===== src/rtl/bert_errmon_pkg.sv =====
package bert_errmon_pkg;
  localparam int HOST_DW = 16;
  localparam int SNAP_LO = 8;
  localparam int CNT_MAXW = 24;

  localparam logic [1:0] ADDR_CTRL = 2'd0;
  localparam logic [1:0] ADDR_STAT = 2'd1;
  localparam logic [1:0] ADDR_CNTH = 2'd2;

  // control bit positions
  localparam int C_CLR     = 0;
  localparam int C_IE_SYNC = 1;
  localparam int C_IE_ERR  = 2;
  localparam int C_IE_OVF  = 3;

  // latch vector indices
  localparam int NLAT   = 4;
  localparam int L_SYNC = 0;
  localparam int L_ERR  = 1;
  localparam int L_OVF  = 2;
  localparam int L_ONES = 3;
endpackage


===== src/rtl/bert_err_counter.sv =====
module bert_err_counter #(
  parameter int CNT_W = 24
) (
  input  logic             clk,
  input  logic             rst_n,
  input  logic             clr,
  input  logic             inc,
  output logic [CNT_W-1:0] cnt,
  output logic             sat_evt
);
  localparam logic [CNT_W-1:0] MAXV = '1;
  localparam logic [CNT_W-1:0] NEAR = MAXV - 1'b1;

  always_ff @(posedge clk) begin
    if (!rst_n)                   cnt <= '0;
    else if (clr)                 cnt <= '0;
    else if (inc && cnt != MAXV)  cnt <= cnt + 1'b1;
  end

  assign sat_evt = inc && !clr && (cnt == NEAR || cnt == MAXV);
endmodule


===== src/rtl/bert_ones_detect.sv =====
module bert_ones_detect #(
  parameter int RUN = 31
) (
  input  logic clk,
  input  logic rst_n,
  input  logic vld,
  input  logic data,
  output logic full_nxt
);
  localparam int RW = $clog2(RUN + 1);
  localparam logic [RW-1:0] RUNV = RW'(RUN);

  logic [RW-1:0] run, run_nxt;

  always_comb begin
    run_nxt = run;
    if (vld) begin
      if (!data)             run_nxt = '0;
      else if (run != RUNV)  run_nxt = run + 1'b1;
    end
  end

  always_ff @(posedge clk) begin
    if (!rst_n) run <= '0;
    else        run <= run_nxt;
  end

  assign full_nxt = (run_nxt == RUNV);
endmodule


===== src/rtl/bert_evt_latches.sv =====
module bert_evt_latches #(
  parameter int N = 4
) (
  input  logic         clk,
  input  logic         rst_n,
  input  logic [N-1:0] set,
  input  logic         clr,
  output logic [N-1:0] lat
);
  for (genvar i = 0; i < N; i++) begin : g_lat
    always_ff @(posedge clk) begin
      if (!rst_n) lat[i] <= 1'b0;
      else        lat[i] <= set[i] | (lat[i] & ~clr);
    end
  end
endmodule


===== src/rtl/bert_errmon.sv =====
module bert_errmon
  import bert_errmon_pkg::*;
#(
  parameter int CNT_W    = 24,
  parameter int ONES_RUN = 31
) (
  input  logic        clk,
  input  logic        rst_n,
  input  logic        bit_vld,
  input  logic        bit_data,
  input  logic        bit_err,
  input  logic        sync_ok,
  input  logic [1:0]  host_addr,
  input  logic        host_wr,
  input  logic        host_rd,
  input  logic [15:0] host_wdata,
  output logic [15:0] host_rdata,
  input  logic        irq_mask,
  output logic        blk_status,
  output logic        irq_n
);
  localparam int HI_W = CNT_MAXW - SNAP_LO;

  logic             ctrl_clr, ie_sync, ie_err, ie_ovf;
  logic             armed, sync_q;
  logic [HI_W-1:0]  snap_hi;
  logic             wr_ctrl, clr_pulse, rd_clr;
  logic             count_en, err_hit, sat_evt, ones_full, sync_chg;
  logic [CNT_W-1:0] cnt;
  logic [CNT_MAXW-1:0] cnt24;
  logic [NLAT-1:0]  lat_set, lat;
  logic [HOST_DW-1:0] stat_word, ctrl_word;

  assign wr_ctrl   = host_wr && (host_addr == ADDR_CTRL);
  assign clr_pulse = wr_ctrl && host_wdata[C_CLR] && !ctrl_clr;
  assign rd_clr    = host_rd && (host_addr == ADDR_STAT);
  assign count_en  = armed | sync_ok;
  assign err_hit   = bit_vld & bit_err & count_en;
  assign sync_chg  = sync_ok ^ sync_q;
  assign cnt24     = CNT_MAXW'(cnt);

  always_ff @(posedge clk) begin
    if (!rst_n) begin
      ctrl_clr <= 1'b0;
      ie_sync  <= 1'b0;
      ie_err   <= 1'b0;
      ie_ovf   <= 1'b0;
      armed    <= 1'b0;
      sync_q   <= 1'b0;
      snap_hi  <= '0;
    end else begin
      if (wr_ctrl) begin
        ctrl_clr <= host_wdata[C_CLR];
        ie_sync  <= host_wdata[C_IE_SYNC];
        ie_err   <= host_wdata[C_IE_ERR];
        ie_ovf   <= host_wdata[C_IE_OVF];
      end
      armed  <= armed | sync_ok;
      sync_q <= sync_ok;
      if (rd_clr) snap_hi <= cnt24[CNT_MAXW-1:SNAP_LO];
    end
  end

  bert_err_counter #(.CNT_W(CNT_W)) cnt_i (
    .clk(clk), .rst_n(rst_n), .clr(clr_pulse), .inc(err_hit),
    .cnt(cnt), .sat_evt(sat_evt)
  );

  bert_ones_detect #(.RUN(ONES_RUN)) ones_i (
    .clk(clk), .rst_n(rst_n), .vld(bit_vld), .data(bit_data),
    .full_nxt(ones_full)
  );

  always_comb begin
    lat_set         = '0;
    lat_set[L_SYNC] = sync_chg;
    lat_set[L_ERR]  = err_hit;
    lat_set[L_OVF]  = sat_evt;
    lat_set[L_ONES] = ones_full;
  end

  bert_evt_latches #(.N(NLAT)) lat_i (
    .clk(clk), .rst_n(rst_n), .set(lat_set), .clr(rd_clr), .lat(lat)
  );

  always_comb begin
    stat_word        = '0;
    stat_word[0]     = ~sync_ok;
    stat_word[1]     = lat[L_SYNC];
    stat_word[2]     = lat[L_ERR];
    stat_word[3]     = lat[L_OVF];
    stat_word[4]     = lat[L_ONES];
    stat_word[15:8]  = cnt24[SNAP_LO-1:0];
    ctrl_word            = '0;
    ctrl_word[C_CLR]     = ctrl_clr;
    ctrl_word[C_IE_SYNC] = ie_sync;
    ctrl_word[C_IE_ERR]  = ie_err;
    ctrl_word[C_IE_OVF]  = ie_ovf;
  end

  always_comb begin
    case (host_addr)
      ADDR_CTRL: host_rdata = ctrl_word;
      ADDR_STAT: host_rdata = stat_word;
      ADDR_CNTH: host_rdata = snap_hi;
      default:   host_rdata = '0;
    endcase
  end

  assign blk_status = (lat[L_SYNC] & ie_sync) | (lat[L_ERR] & ie_err) |
                      (lat[L_OVF] & ie_ovf);
  assign irq_n = ~(blk_status & ~irq_mask);
endmodule


===== config.mk =====
export PLATFORM = sky130hd
export DESIGN_NAME = bert_errmon
export DESIGN_NICKNAME = d
export VERILOG_FILES = /design/src/rtl/bert_errmon_pkg.sv /design/src/rtl/bert_err_counter.sv /design/src/rtl/bert_ones_detect.sv /design/src/rtl/bert_evt_latches.sv /design/src/rtl/bert_errmon.sv
export SDC_FILE = /design/constraint.sdc
export NUM_CORES = 1
export LEC_CHECK = 0
export BUFFER_PORTS_ARGS = -buffer_cell sky130_fd_sc_hd__buf_4
export CAP_MARGIN = 20
export CELL_PAD_IN_SITES_DETAIL_PLACEMENT = 1
export CELL_PAD_IN_SITES_GLOBAL_PLACEMENT = 1
export CORE_MARGIN = 1.5
export CORE_UTILIZATION = 45
export DETAILED_ROUTE_END_ITERATION = 10
export HOLD_SLACK_MARGIN = 0.12
export PLACE_DENSITY_LB_ADDON = 0.1
export SKIP_CTS_REPAIR_TIMING = 1
export SYNTH_ARGS = -nofsm -noshare
export SYNTH_HDL_FRONTEND = slang
export SYNTH_SLANG_ARGS = --single-unit

===== constraint.sdc =====
create_clock -name clk -period 4.9 [get_ports clk]
set_clock_uncertainty 0.15 [all_clocks]
set_input_delay 0.245 -clock clk [delete_from_list [all_inputs] [get_ports clk]]
set_output_delay 0.245 -clock clk [all_outputs]
set_load 0.01 [all_outputs]

==> summary.md, run 1 <==
| Metric | Value |
|---|---|
| Run status | `finished clean` |
| Vert. Die Dim | `81.4 um` |
| TritonCTS clock tree | `yes` |
| Hold wc startpoint | `host_addr[1]` |
| Setup WS pre-CTS | `2.50 ns` |
| Syn Std Cell Area | `around 2800 um^2` |
| Number of enable flip-flop cells after synthesis | `0` |
| Number of clock sinks seen by CTS | `55` |
| Clock latency reported for the late side of the worst-skew pair | `0.32 ns` |
| Iteration-0 DRC count of the detailed router | `88` |
| Setup Crit Path Kind | `flip-flop to flip-flop` |
| Setup slack after layout | `about 2.5 ns` |
| Fraction of the yosys area taken by sequential cells | `between 30% and 40%` |
| Number of diodes added for antenna fixing | `0` |
| Placer Congestion | `slightly below 0.8` |
| Internal reg-to-reg setup slack | `about 2.5 ns` |
| Wire length of the first global-routing pass | `between 10000 and 15000 um` |
| Instance area at placement | `a little over 3000 um^2` |
| Peak fanout along the critical path | `15` |
| Total GRT Usage | `between 20% and 30%` |
| Post-Route Setup TNS | `0 ns` |
| Minimum clock period | `around 2.4 ns` |
| Max-cap violations | `0` |
| Worst Hold Path Cells | `4` |
| Maximum level of the CTS H-tree | `2` |
| Clock tree root driver cell | `clkbuf_8` |
| Most area-consuming cells after synthesis | `dfxtp_1, nand2_1, a21oi_1` |
| Pwr Total | `between 800 and 900 uW` |
| M1 GR Usage | `31.6%` |
| Post-synth top area cell | `dfxtp_1` |
| Total number of nets in the final design | `399` |
| Final hold viol count | `0` |
| Synth Net Count | `369` |
| Share of Yosys cell area claimed by the top area cell type | `39.8%` |
| Initial antenna violation count | `0` |
| Critical R2R Launch | `cnt_i.cnt[10]` |
| Area growth from synthesis to final layout | `16.6%` |
| Number of distinct library cells after synthesis | `between 40 and 50` |
| Number of setup violations in the final report | `0` |
| Detailed-route via count | `around 2600` |
| Met3 demand-to-capacity share in global routing | `under 10%` |
| Most heavily used metal layer in global routing | `met2` |
| Mean routed wirelength per cell | `about 17 um` |
| Core ar. | `5920 um^2` |
| Top Ports | `45` |
| Worst VDD drop | `0.000107 V` |
| Critical R2R Capture | `cnt_i.cnt[1]` |
| Via-per-instance ratio | `~5.8` |
| Type of the tightest min-delay check | `input port to flip-flop` |
| Buffer depth of the longest clock path | `2` |
| Antenna-violating nets left | `0` |
| Most common library cells after synthesis | `nand2_1, dfxtp_1, a21oi_1, nor2_1, o21ai_0` |
| Static power due to leakage | `roughly 1.1 nW` |
| Fraction of final layout cells sized beyond drive strength 1 | `around 14%` |
| Largest net degree at the start of global routing | `28` |
| Slew Limit Headroom | `42.0%` |
| IO buf count | `32` |
| Worst-case hold slack | `between 0.2 and 0.25 ns` |
| FMAX | `411 MHz` |
| CTS Buf Count | `5` |
| Power density relative to cell area | `between 200 and 250 nW/um^2` |
| Final Routed Wirelength | `7400 um` |
| Number of global-route vias before repair | `about 2400` |
| Starting utilization of the core area | `a little under half` |
| Most frequently used cell type in the post-synthesis netlist | `nand2_1` |
| Design Area, Final | `3220 um^2` |
| Nature of the critical path endpoint | `flip-flop` |
| Die Outline Area | `about 6600 um^2` |
| Setup repair after global routing missed its margin | `no` |
| Number of remaining DRC errors | `0` |
| Synth Register Bits | `55` |
| Worst endpoint data arrival time | `around 2.5 ns` |
| Startpoint kind of the worst setup timing path | `flip-flop` |
| Hold endpoint | `ie_sync` |
| Worst Reg2Reg Path Length in Cells | `4` |
| Pin slew with the least headroom to its limit | `~0.87 ns` |
| Filler Cell Count | `736` |
| Synth warn | `0` |
| Horizontal extent of the die | `around 81 um` |
| Detailed-placement wirelength estimate | `~5000 um` |
| Final Cycle Share | `49.7%` |
| Required time of the critical path | `slightly below 5 ns` |
| Avg Cell Area, Syn | `just over 8 um^2` |
| Post-synth top flop | `dfxtp_1` |
| Iteration count of the initial detailed-routing pass | `4` |
| Gate count after technology mapping | `between 300 and 400` |
| Async set-reset flop share out of synthesis | `0%` |
| Met2 layer usage reported by global route | `37.7%` |
| Fin. max-slew vios | `0` |
| Row count | `28` |
| Grt total ovfl | `0` |
| CTS clk-pin slew, worst paths | `roughly 0.10 ns` |
==> critical path: stages, from the launching register on <==
cell and delay (ns):
dfxtp_1 0.45, nand4_1 0.29, nor4_4 0.81, a21oi_1 0.31, a211oi_1 0.31
==> cell families after synthesis <==
group	after synthesis	share of synthesized area [%]
AOI/OAI and AO/OA	79	18.4
muxes	7	2.54
DFF	55	39.8
and+or+nand+nor	159	30.3
adders and majority gates	3	1.36
xor gates and xnor gates	14	4.44
buffers and inverters	22	3.17
==> final cells by class <==
type	instances	area, um^2	share of cell area (%)
multi-input cells	262	1580	48.9
flip-flops and latches	55	1100	34.2
repair buffers	42	338	10.5
clock buffers	7	96.3	2.99
well taps	75	93.8	2.91
inverters	3	11.3	0.349
clock inverters	1	7.51	0.233
==> metal layers <==
layer / vias up / wire, um
met4: 0 / 74
met1: 1245 / 3510
met5: - / 0
met2: 45 / 3580
li1: 1276 / -
met3: 7 / 239
==> layout by cell type (no fill, tap or decap), drive strengths merged, types with 5 or more instances in the layout <==
cell type	n
dlygate4sd3	9
mux2i	7
a22o	9
nand3	11
clkbuf	7
a211oi	6
buf	33
a21oi	33
o21ai	16
nand2	61
nor4	5
dfxtp	55
nand4	13
and3	5
and2	12
nor3	6
or3	7
xnor2	13
nor2	26
==> state kept, by name, indices dropped and copies added, names as in the netlist <==
register	flops
armed	1
cnt_i.cnt	24
ctrl_clr	1
ie_err	1
ie_ovf	1
ie_sync	1
lat_i.lat	4
ones_i.run	5
snap_hi	16
sync_q	1
==> worst max-delay path by stage <==
stage	cells after the start	end	from	slack [ns]
floorplan	6	cnt_i.cnt[20]	cnt_i.cnt[0]	2.90
global placement	5	cnt_i.cnt[0]	cnt_i.cnt[11]	2.53
detailed placement	4	cnt_i.cnt[1]	cnt_i.cnt[11]	2.50
CTS	4	cnt_i.cnt[1]	cnt_i.cnt[11]	2.42
global route	4	cnt_i.cnt[1]	cnt_i.cnt[11]	2.20
finish	4	cnt_i.cnt[1]	cnt_i.cnt[10]	2.47
==> per-stage QoR <==
step | cells | util [%]
2_1_floorplan | 339 | -
3_3_place_gp | 427 | 51.0
3_5_place_dp | 427 | 51.0
4_1_cts | 435 | 52.8
5_1_grt | 445 | 54.4
6_report | 445 | 54.4
==> power breakdown <==
part | leakage [nW] | internal (mW) | switching [mW]
Sequential | 0.445 | 0.452 | 0.00594
Combinational | 0.637 | 0.0252 | 0.0360
Clock | 0.0505 | 0.129 | 0.157
Note: power is estimated with default switching activity, not from simulation.
==> run 2: changes to the inputs <==
Settings changed: ABC_AREA set to 1, CORE_UTILIZATION 45 to 40.
Clock period 4.9 ns to 2.4 ns, I/O delays scaled along.
==> summary.md, run 2 <==
| Metric | Value |
|---|---|
| Setup Crit Path Kind | `input port to flip-flop` |
| Worst endpoint data arrival time | `2.17 ns (-0.33 ns)` |
| Fraction of the yosys area taken by sequential cells | `36.7% (-3.2 points)` |
| Via-per-instance ratio | `5.07 (-12%)` |
| Placer Congestion | `0.874 (+11%)` |
| Detailed-route via count | `3099 (+20%)` |
| Peak fanout along the critical path | `22 (+7)` |
| Syn Std Cell Area | `3000 um^2 (+8.6%)` |
| Pwr Total | `1.76 mW (+120%)` |
| Avg Cell Area, Syn | `6.63 um^2 (-19%)` |
| Synth warn | `0 (unchanged)` |
| Grt total ovfl | `0 (unchanged)` |
| Number of remaining DRC errors | `0 (unchanged)` |
| Total GRT Usage | `23.3% (+0.15 points)` |
| Top Ports | `45 (unchanged)` |
| Worst stage delay on the critical path | `0.53 ns (-0.28 ns)` |
| Most common library cells after synthesis | `nand2_1, nor2_1, dfxtp_1, inv_1, a21oi_1` |
| Clock latency reported for the late side of the worst-skew pair | `0.31 ns (about the same)` |
| Initial antenna violation count | `0 (unchanged)` |
| Post-Route Setup TNS | `0 ns (unchanged)` |
| Horizontal extent of the die | `89.6 um (+10%)` |
| Static power due to leakage | `1.42 nW (+25%)` |
| Worst-case hold slack | `0.122 ns (-0.106 ns)` |
| TritonCTS clock tree | `yes` |
| Hold wc startpoint | `host_wr` |
| Pin slew with the least headroom to its limit | `0.581 ns (-0.287 ns)` |
| Most flops, register | `cnt_i.cnt` |
| Max-cap violations | `0 (unchanged)` |
| Minimum clock period | `2.08 ns` |
| CTS clk-pin slew, worst paths | `0.10 ns (about the same)` |
| Series of cell instances along the critical path | `dlygate4sd3_1, buf_4, inv_1, nor2_1, nand2_1, inv_1, nand2_4, inv_2, nand2_1, a21oi_1` |
| Worst VDD drop | `0.000314 V (+190%)` |
| Total number of nets in the final design | `542 (+36%)` |
| Fraction of final layout cells sized beyond drive strength 1 | `16.4% (+2.6 points)` |
| Antenna-violating nets left | `0 (unchanged)` |
| Commonest cells after routing, fill and taps aside | `nand2_1, nor2_1, dfxtp_1` |
| Nature of the critical path endpoint | `flip-flop` |
| Worst setup startpoint | `bit_vld` |
| CTS Buf Count | `5 (unchanged)` |
| Most frequently used cell type in the post-synthesis netlist | `nand2_1` |
| FMAX | `just under 500 MHz` |
| Most area-consuming cells after synthesis | `dfxtp_1, nand2_1, nor2_1` |
| Type of the tightest min-delay check | `input port to flip-flop` |
| Setup repair after global routing missed its margin | `no` |
| Number of global-route vias before repair | `2928 (+22%)` |
| Max FFs per register | `24 (unchanged)` |
| Starting utilization of the core area | `41.4% (-5.3 points)` |
| Startpoint kind of the worst setup timing path | `input port` |
| Detailed-placement wirelength estimate | `6890 um (+35%)` |
| Number of diodes added for antenna fixing | `0 (unchanged)` |
| Final Cycle Share | `between 80 and 90%` |
| Run status | `finished clean` |
| Wire length of the first global-routing pass | `14200 um (+20%)` |
| Final hold viol count | `0 (unchanged)` |
| Cell with the biggest individual delay on the critical path | `dlygate4sd3_1` |
| Power density relative to cell area | `478 nW/um^2 (+92%)` |
| Most common cell after layout, fill and taps aside | `nand2_1` |
| Post-synth top area cell | `dfxtp_1` |
| Slew Limit Headroom | `61.2% (+19 points)` |
| Share of Yosys cell area claimed by the top area cell type | `36.7% (-3.2 points)` |
| Setup WS pre-CTS | `0.381 ns (-2.12 ns)` |
| Row count | `31 (+11%)` |
| Post-synth top flop | `dfxtp_1` |
| Die Outline Area | `8040 um^2 (+21%)` |
| Required time of the critical path | `2.49 ns (-2.47 ns)` |
| Gate count after technology mapping | `453 (+34%)` |
| Number of distinct library cells after synthesis | `30 (-33%)` |
| Setup slack after layout | `0.325 ns (-2.14 ns)` |
| Number of setup violations in the final report | `0 (unchanged)` |
| Largest net degree at the start of global routing | `37 (+32%)` |
| Async set-reset flop share out of synthesis | `0% (unchanged)` |
| Maximum level of the CTS H-tree | `2 (unchanged)` |
| Iteration-0 DRC count of the detailed router | `124 (+41%)` |
| Final Routed Wirelength | `9070 um (+23%)` |
| Mean routed wirelength per cell | `14.8 um (-11%)` |
| Largest regs | `cnt_i.cnt (24), snap_hi (16), ones_i.run (5)` |
| Area growth from synthesis to final layout | `22.5%` |
| Number of clock sinks seen by CTS | `55 (unchanged)` |
| Critical R2R Launch | `cnt_i.cnt[4]` |
| Iteration count of the initial detailed-routing pass | `4 (unchanged)` |
| Synth Net Count | `483 (+31%)` |
| Clock tree root driver cell | `clkbuf_8` |
| Synth Register Bits | `55 (unchanged)` |
| Number of enable flip-flop cells after synthesis | `0 (unchanged)` |
| IO buf count | `32 (unchanged)` |
| Buffer depth of the longest clock path | `2 (unchanged)` |
| Vert. Die Dim | `89.6 um (+10%)` |
| Core ar. | `7250 um^2 (+23%)` |
| Fin. max-slew vios | `0 (unchanged)` |
## run 2: per-layer routing
layer	track usage, %	up-vias	wire (um)	share of wire (%)
met5	0	-	0	0
met4	6.57	0	167	1.8
met3	3.84	12	311	3.4
met2	40.7	52	4520	50
met1	29.7	1480	4070	45
li1	-	1555	-	-
## run 2: cell type report
type                       instances  area (um^2)
fill                            1002         3570
multi-input combinational        338         1640
sequential                        55         1100
timing repair buffer              66          531
inverter                          46          173
tap                               99          124
clock buffer                       5         68.8
clock inverter                     2         37.5
## run 2: final timing paths
check,to,slack (ns),cells after the start
max,cnt_i.cnt[6],0.32,10
min,ie_sync,0.12,5
max reg2reg,cnt_i.cnt[6],0.36,9
min reg2reg,snap_hi[9],0.31,2
## run 2: worst max-delay path: cells and delay by family
| family | cells | cell delay [ns] |
|---|---|---|
| and+or+nand+nor | 4 | 0.57 |
| AOI/OAI and AO/OA | 1 | 0.19 |
| buffers and inverters | 5 | 1.27 |
## run 2: cells by family (layout without fill, tap and decap cells)
kind of cell / count (synthesis) / after routing / synth area share (%)
flip-flops: 55 / 55 / 36.7
adder cells (fa/ha/maj): 3 / 3 / 1.25
AND/OR/NAND/NOR: 243 / 243 / 34.5
AO/OA/AOI/OAI: 79 / 79 / 15.2
XOR/XNOR: 13 / 13 / 3.79
buffers and inverters: 60 / 119 / 8.58
## run 2: through the flow
stage          cell area, um^2  std cells  utilization [%]
2_1_floorplan             3000        453                -
3_3_place_gp              3430        590             47.3
3_5_place_dp              3430        590             47.3
4_1_cts                   3540        597             48.8
5_1_grt                   3680        611             50.7
6_report                  3680        611             50.7
## run 2: report_power, final
part | switching, mW | internal [mW]
clock network | 0.311 | 0.306
logic | 0.114 | 0.0784
registers | 0.0138 | 0.938
==> run 3: changes to the inputs <==
Settings changed: SYNTH_HIERARCHICAL set to 1.
==> summary.md, run 3 <==
| Metric | Value |
|---|---|
| Run status | `finished clean` |
| Final hold viol count | `0 (unchanged)` |
| Synth Net Count | `521 (+7.9%)` |
| Number of diodes added for antenna fixing | `0 (unchanged)` |
| Power density relative to cell area | `469 nW/um^2 (-2.0%)` |
| Grt total ovfl | `0 (unchanged)` |
| Antenna-violating nets left | `0 (unchanged)` |
| Number of global-route vias before repair | `3061 (+4.5%)` |
| Iteration-0 DRC count of the detailed router | `130 (+4.8%)` |
| CTS clk-pin slew, worst paths | `0.10 ns (about the same)` |
| Most common library cells after synthesis | `nand2_1, nor2_1, inv_1, dfxtp_1, nand3_1` |
| Max-cap violations | `0 (unchanged)` |
| Initial antenna violation count | `0 (unchanged)` |
| Core ar. | `7730 um^2 (+6.5%)` |
| Fraction of the yosys area taken by sequential cells | `34.6% (-2.0 points)` |
| Avg Cell Area, Syn | `6.47 um^2 (-2.4%)` |
| Placer Congestion | `0.819 (-6.3%)` |
| Buffer depth of the longest clock path | `2 (unchanged)` |
| Setup Crit Path Kind | `flip-flop to flip-flop` |
| Post-synth top flop | `dfxtp_1` |
| Most frequently used cell type in the post-synthesis netlist | `nand2_1` |
| Worst VDD drop | `0.000204 V (-35%)` |
| Design Area, Final | `3720 um^2 (+1.3%)` |
| Gate count after technology mapping | `491 (+8.4%)` |
| IO buf count | `32 (unchanged)` |
| Total number of nets in the final design | `566 (+4.4%)` |
| Largest net degree at the start of global routing | `34 (-8.1%)` |
| Top Ports | `45 (unchanged)` |
| Number of enable flip-flop cells after synthesis | `0 (unchanged)` |
| Pin slew with the least headroom to its limit | `0.505 ns (-0.0759 ns)` |
| Worst-case hold slack | `0.0943 ns (-0.0276 ns)` |
| Instance area at placement | `3480 um^2 (+1.4%)` |
| Non-filler cells, final | `639 (+4.6%)` |
| Most common cell after layout, fill and taps aside | `nand2_1` |
| Most area-consuming cells after synthesis | `dfxtp_1, nand2_1, nor2_1` |
| Worst endpoint data arrival time | `2.20 ns (+0.03 ns)` |
| Syn Std Cell Area | `3180 um^2 (+5.8%)` |
| Largest regs | `cnt_i/cnt (24), snap_hi (16), ones_i/run (5)` |
| Most heavily used metal layer in global routing | `met2` |
| CTS Buf Count | `5 (unchanged)` |
| Async set-reset flop share out of synthesis | `0% (unchanged)` |
| Most flops, register | `cnt_i/cnt` |
| Setup slack after layout | `0.292 ns (-0.0328 ns)` |
| Setup WS pre-CTS | `0.309 ns (-0.0716 ns)` |
| Total GRT Usage | `21.3% (-2.0 points)` |
| Clock tree root driver cell | `clkbuf_8` |
| Type of the tightest min-delay check | `input port to flip-flop` |
| Via-per-instance ratio | `4.89 (-3.5%)` |
| Commonest cells after routing, fill and taps aside | `nand2_1, nor2_1, inv_1` |
| Horizontal extent of the die | `92.1 um (+2.8%)` |
| Area growth from synthesis to final layout | `17.2%` |
| Fraction of final layout cells sized beyond drive strength 1 | `14.7% (-1.7 points)` |
| Wire length of the first global-routing pass | `14500 um (+2.0%)` |
| Compound-cell area share of the yosys netlist | `8.39% (-6.8 points)` |
| Required time of the critical path | `2.50 ns (about the same)` |
| Peak fanout along the critical path | `24 (+9.1%)` |
| TritonCTS clock tree | `yes` |
| Nature of the critical path endpoint | `flip-flop` |
| Detailed-route via count | `3126 (+0.87%)` |
| Startpoint kind of the worst setup timing path | `flip-flop` |
| Slew Limit Headroom | `66.2% (+5.1 points)` |
| Minimum clock period | `2.11 ns (+0.0328 ns)` |
| Post-synthesis adder-cell area fraction | `1.18% (-0.069 points)` |
| Static power due to leakage | `1.63 nW (+15%)` |
| Number of clock sinks seen by CTS | `55 (unchanged)` |
| Final Cycle Share | `87.8% (+1.4 points)` |
| Max FFs per register | `24 (unchanged)` |
| Maximum level of the CTS H-tree | `2 (unchanged)` |
| FMAX | `474 MHz (-1.6%)` |
| Final Routed Wirelength | `8840 um (-2.6%)` |
| Starting utilization of the core area | `41.1% (-0.27 points)` |
| Synth Register Bits | `55 (unchanged)` |
| M1 GR Usage | `27.6% (-2.1 points)` |
| Number of distinct library cells after synthesis | `33 (+10%)` |
| Met2 layer usage reported by global route | `37.2% (-3.5 points)` |
| Setup repair after global routing missed its margin | `no` |
| Mux share of post-synthesis cell area | `0% (unchanged)` |
| Die Outline Area | `8490 um^2 (+5.6%)` |
| Detailed-placement wirelength estimate | `6470 um (-6.1%)` |
| Number of remaining DRC errors | `0 (unchanged)` |
| Main combinational cell family by area after synthesis | `simple AND/OR/NAND/NOR gates` |
| Iteration count of the initial detailed-routing pass | `4 (unchanged)` |
| Post-Route Setup TNS | `0 ns (unchanged)` |
| Mean routed wirelength per cell | `13.8 um (-6.9%)` |
| Number of setup violations in the final report | `0 (unchanged)` |
| Met3 demand-to-capacity share in global routing | `2.57% (-1.3 points)` |
| Synth warn | `6 (+6)` |
| Fin. max-slew vios | `0 (unchanged)` |
| Core Util, Final | `48.2% (-2.5 points)` |
| Synthesized-area fraction occupied by xor and xnor cells | `3.31% (-0.48 points)` |
| Pwr Total | `1.75 mW (-0.74%)` |
| Dpl cells | `617 (+4.6%)` |
| Simple-Gate Fraction of Synth Area | `42.0% (+7.5 points)` |
| Row count | `32 (+3.2%)` |
| Clock latency reported for the late side of the worst-skew pair | `0.31 ns (about the same)` |
| Share of Yosys cell area claimed by the top area cell type | `34.6% (-2.0 points)` |
| Post-synth top area cell | `dfxtp_1` |
| Vert. Die Dim | `92.1 um (+2.8%)` |
[run 3: cell types whose count changed after synthesis, moves of 6 or more]
cell / delta
a21oi_1: -21
clkbuf_1: -6
inv_1: +13
nand2_1: +7
nand2_2: +6
nand3_1: +21
nor2_1: +31
o21ai_0: -15
[run 3: metal layers]
metal | part of all wire, % | wire, um
met4 | 0.81 | 72
met3 | 1.8 | 161
met5 | 0 | 0
met2 | 48 | 4250
met1 | 49 | 4360
[run 3: final timing paths]
kind,endpoint,depth (start not counted),slack [ns],startpoint
setup / recovery,cnt_i/cnt[19],9,0.29,cnt_i/cnt[1]
hold / removal,ie_sync,5,0.09,host_addr[1]
setup reg to reg,cnt_i/cnt[19],9,0.29,cnt_i/cnt[1]
hold reg to reg,lat_i/lat[3],2,0.32,lat_i/lat[3]
[run 3: report_power, final]
group	total (mW)	switching, mW	internal (mW)
combinational	0.217	0.134	0.0825
clock	0.574	0.311	0.263
sequential	0.956	0.0172	0.939
total	1.75	0.462	1.28
[run 3: worst max-delay path, stage by stage (launching register included)]
cell and delay [ns]:
dfxtp_1 0.43, ha_1 0.24, inv_1 0.08, nor2_4 0.22, nand2_4 0.11, o21ai_2 0.15, nand2_2 0.30, nand3_1 0.17
nand2_1 0.07, nor2_1 0.11
[run 3: cell families (layout without fill, tap and decap cells)]
| group | count (synthesis) | count (layout) |
|---|---|---|
| and+or+nand+nor | 306 | 306 |
| adders and majority gates | 3 | 3 |
| AOI/OAI and AO/OA | 41 | 41 |
| xor gates and xnor gates | 12 | 12 |
| DFF | 55 | 55 |
| buffers and inverters | 74 | 120 |
[run 3: final cells by class]
type | count | area (um^2)
Multi-Input combinational cell | 362 | 1750
Sequential cell | 55 | 1100
Tap cell | 102 | 128
Inverter | 61 | 229
Timing Repair Buffer | 51 | 418
Clock buffer | 7 | 96.3
Clock inverter | 1 | 7.51
Fill cell | 1083 | 4000
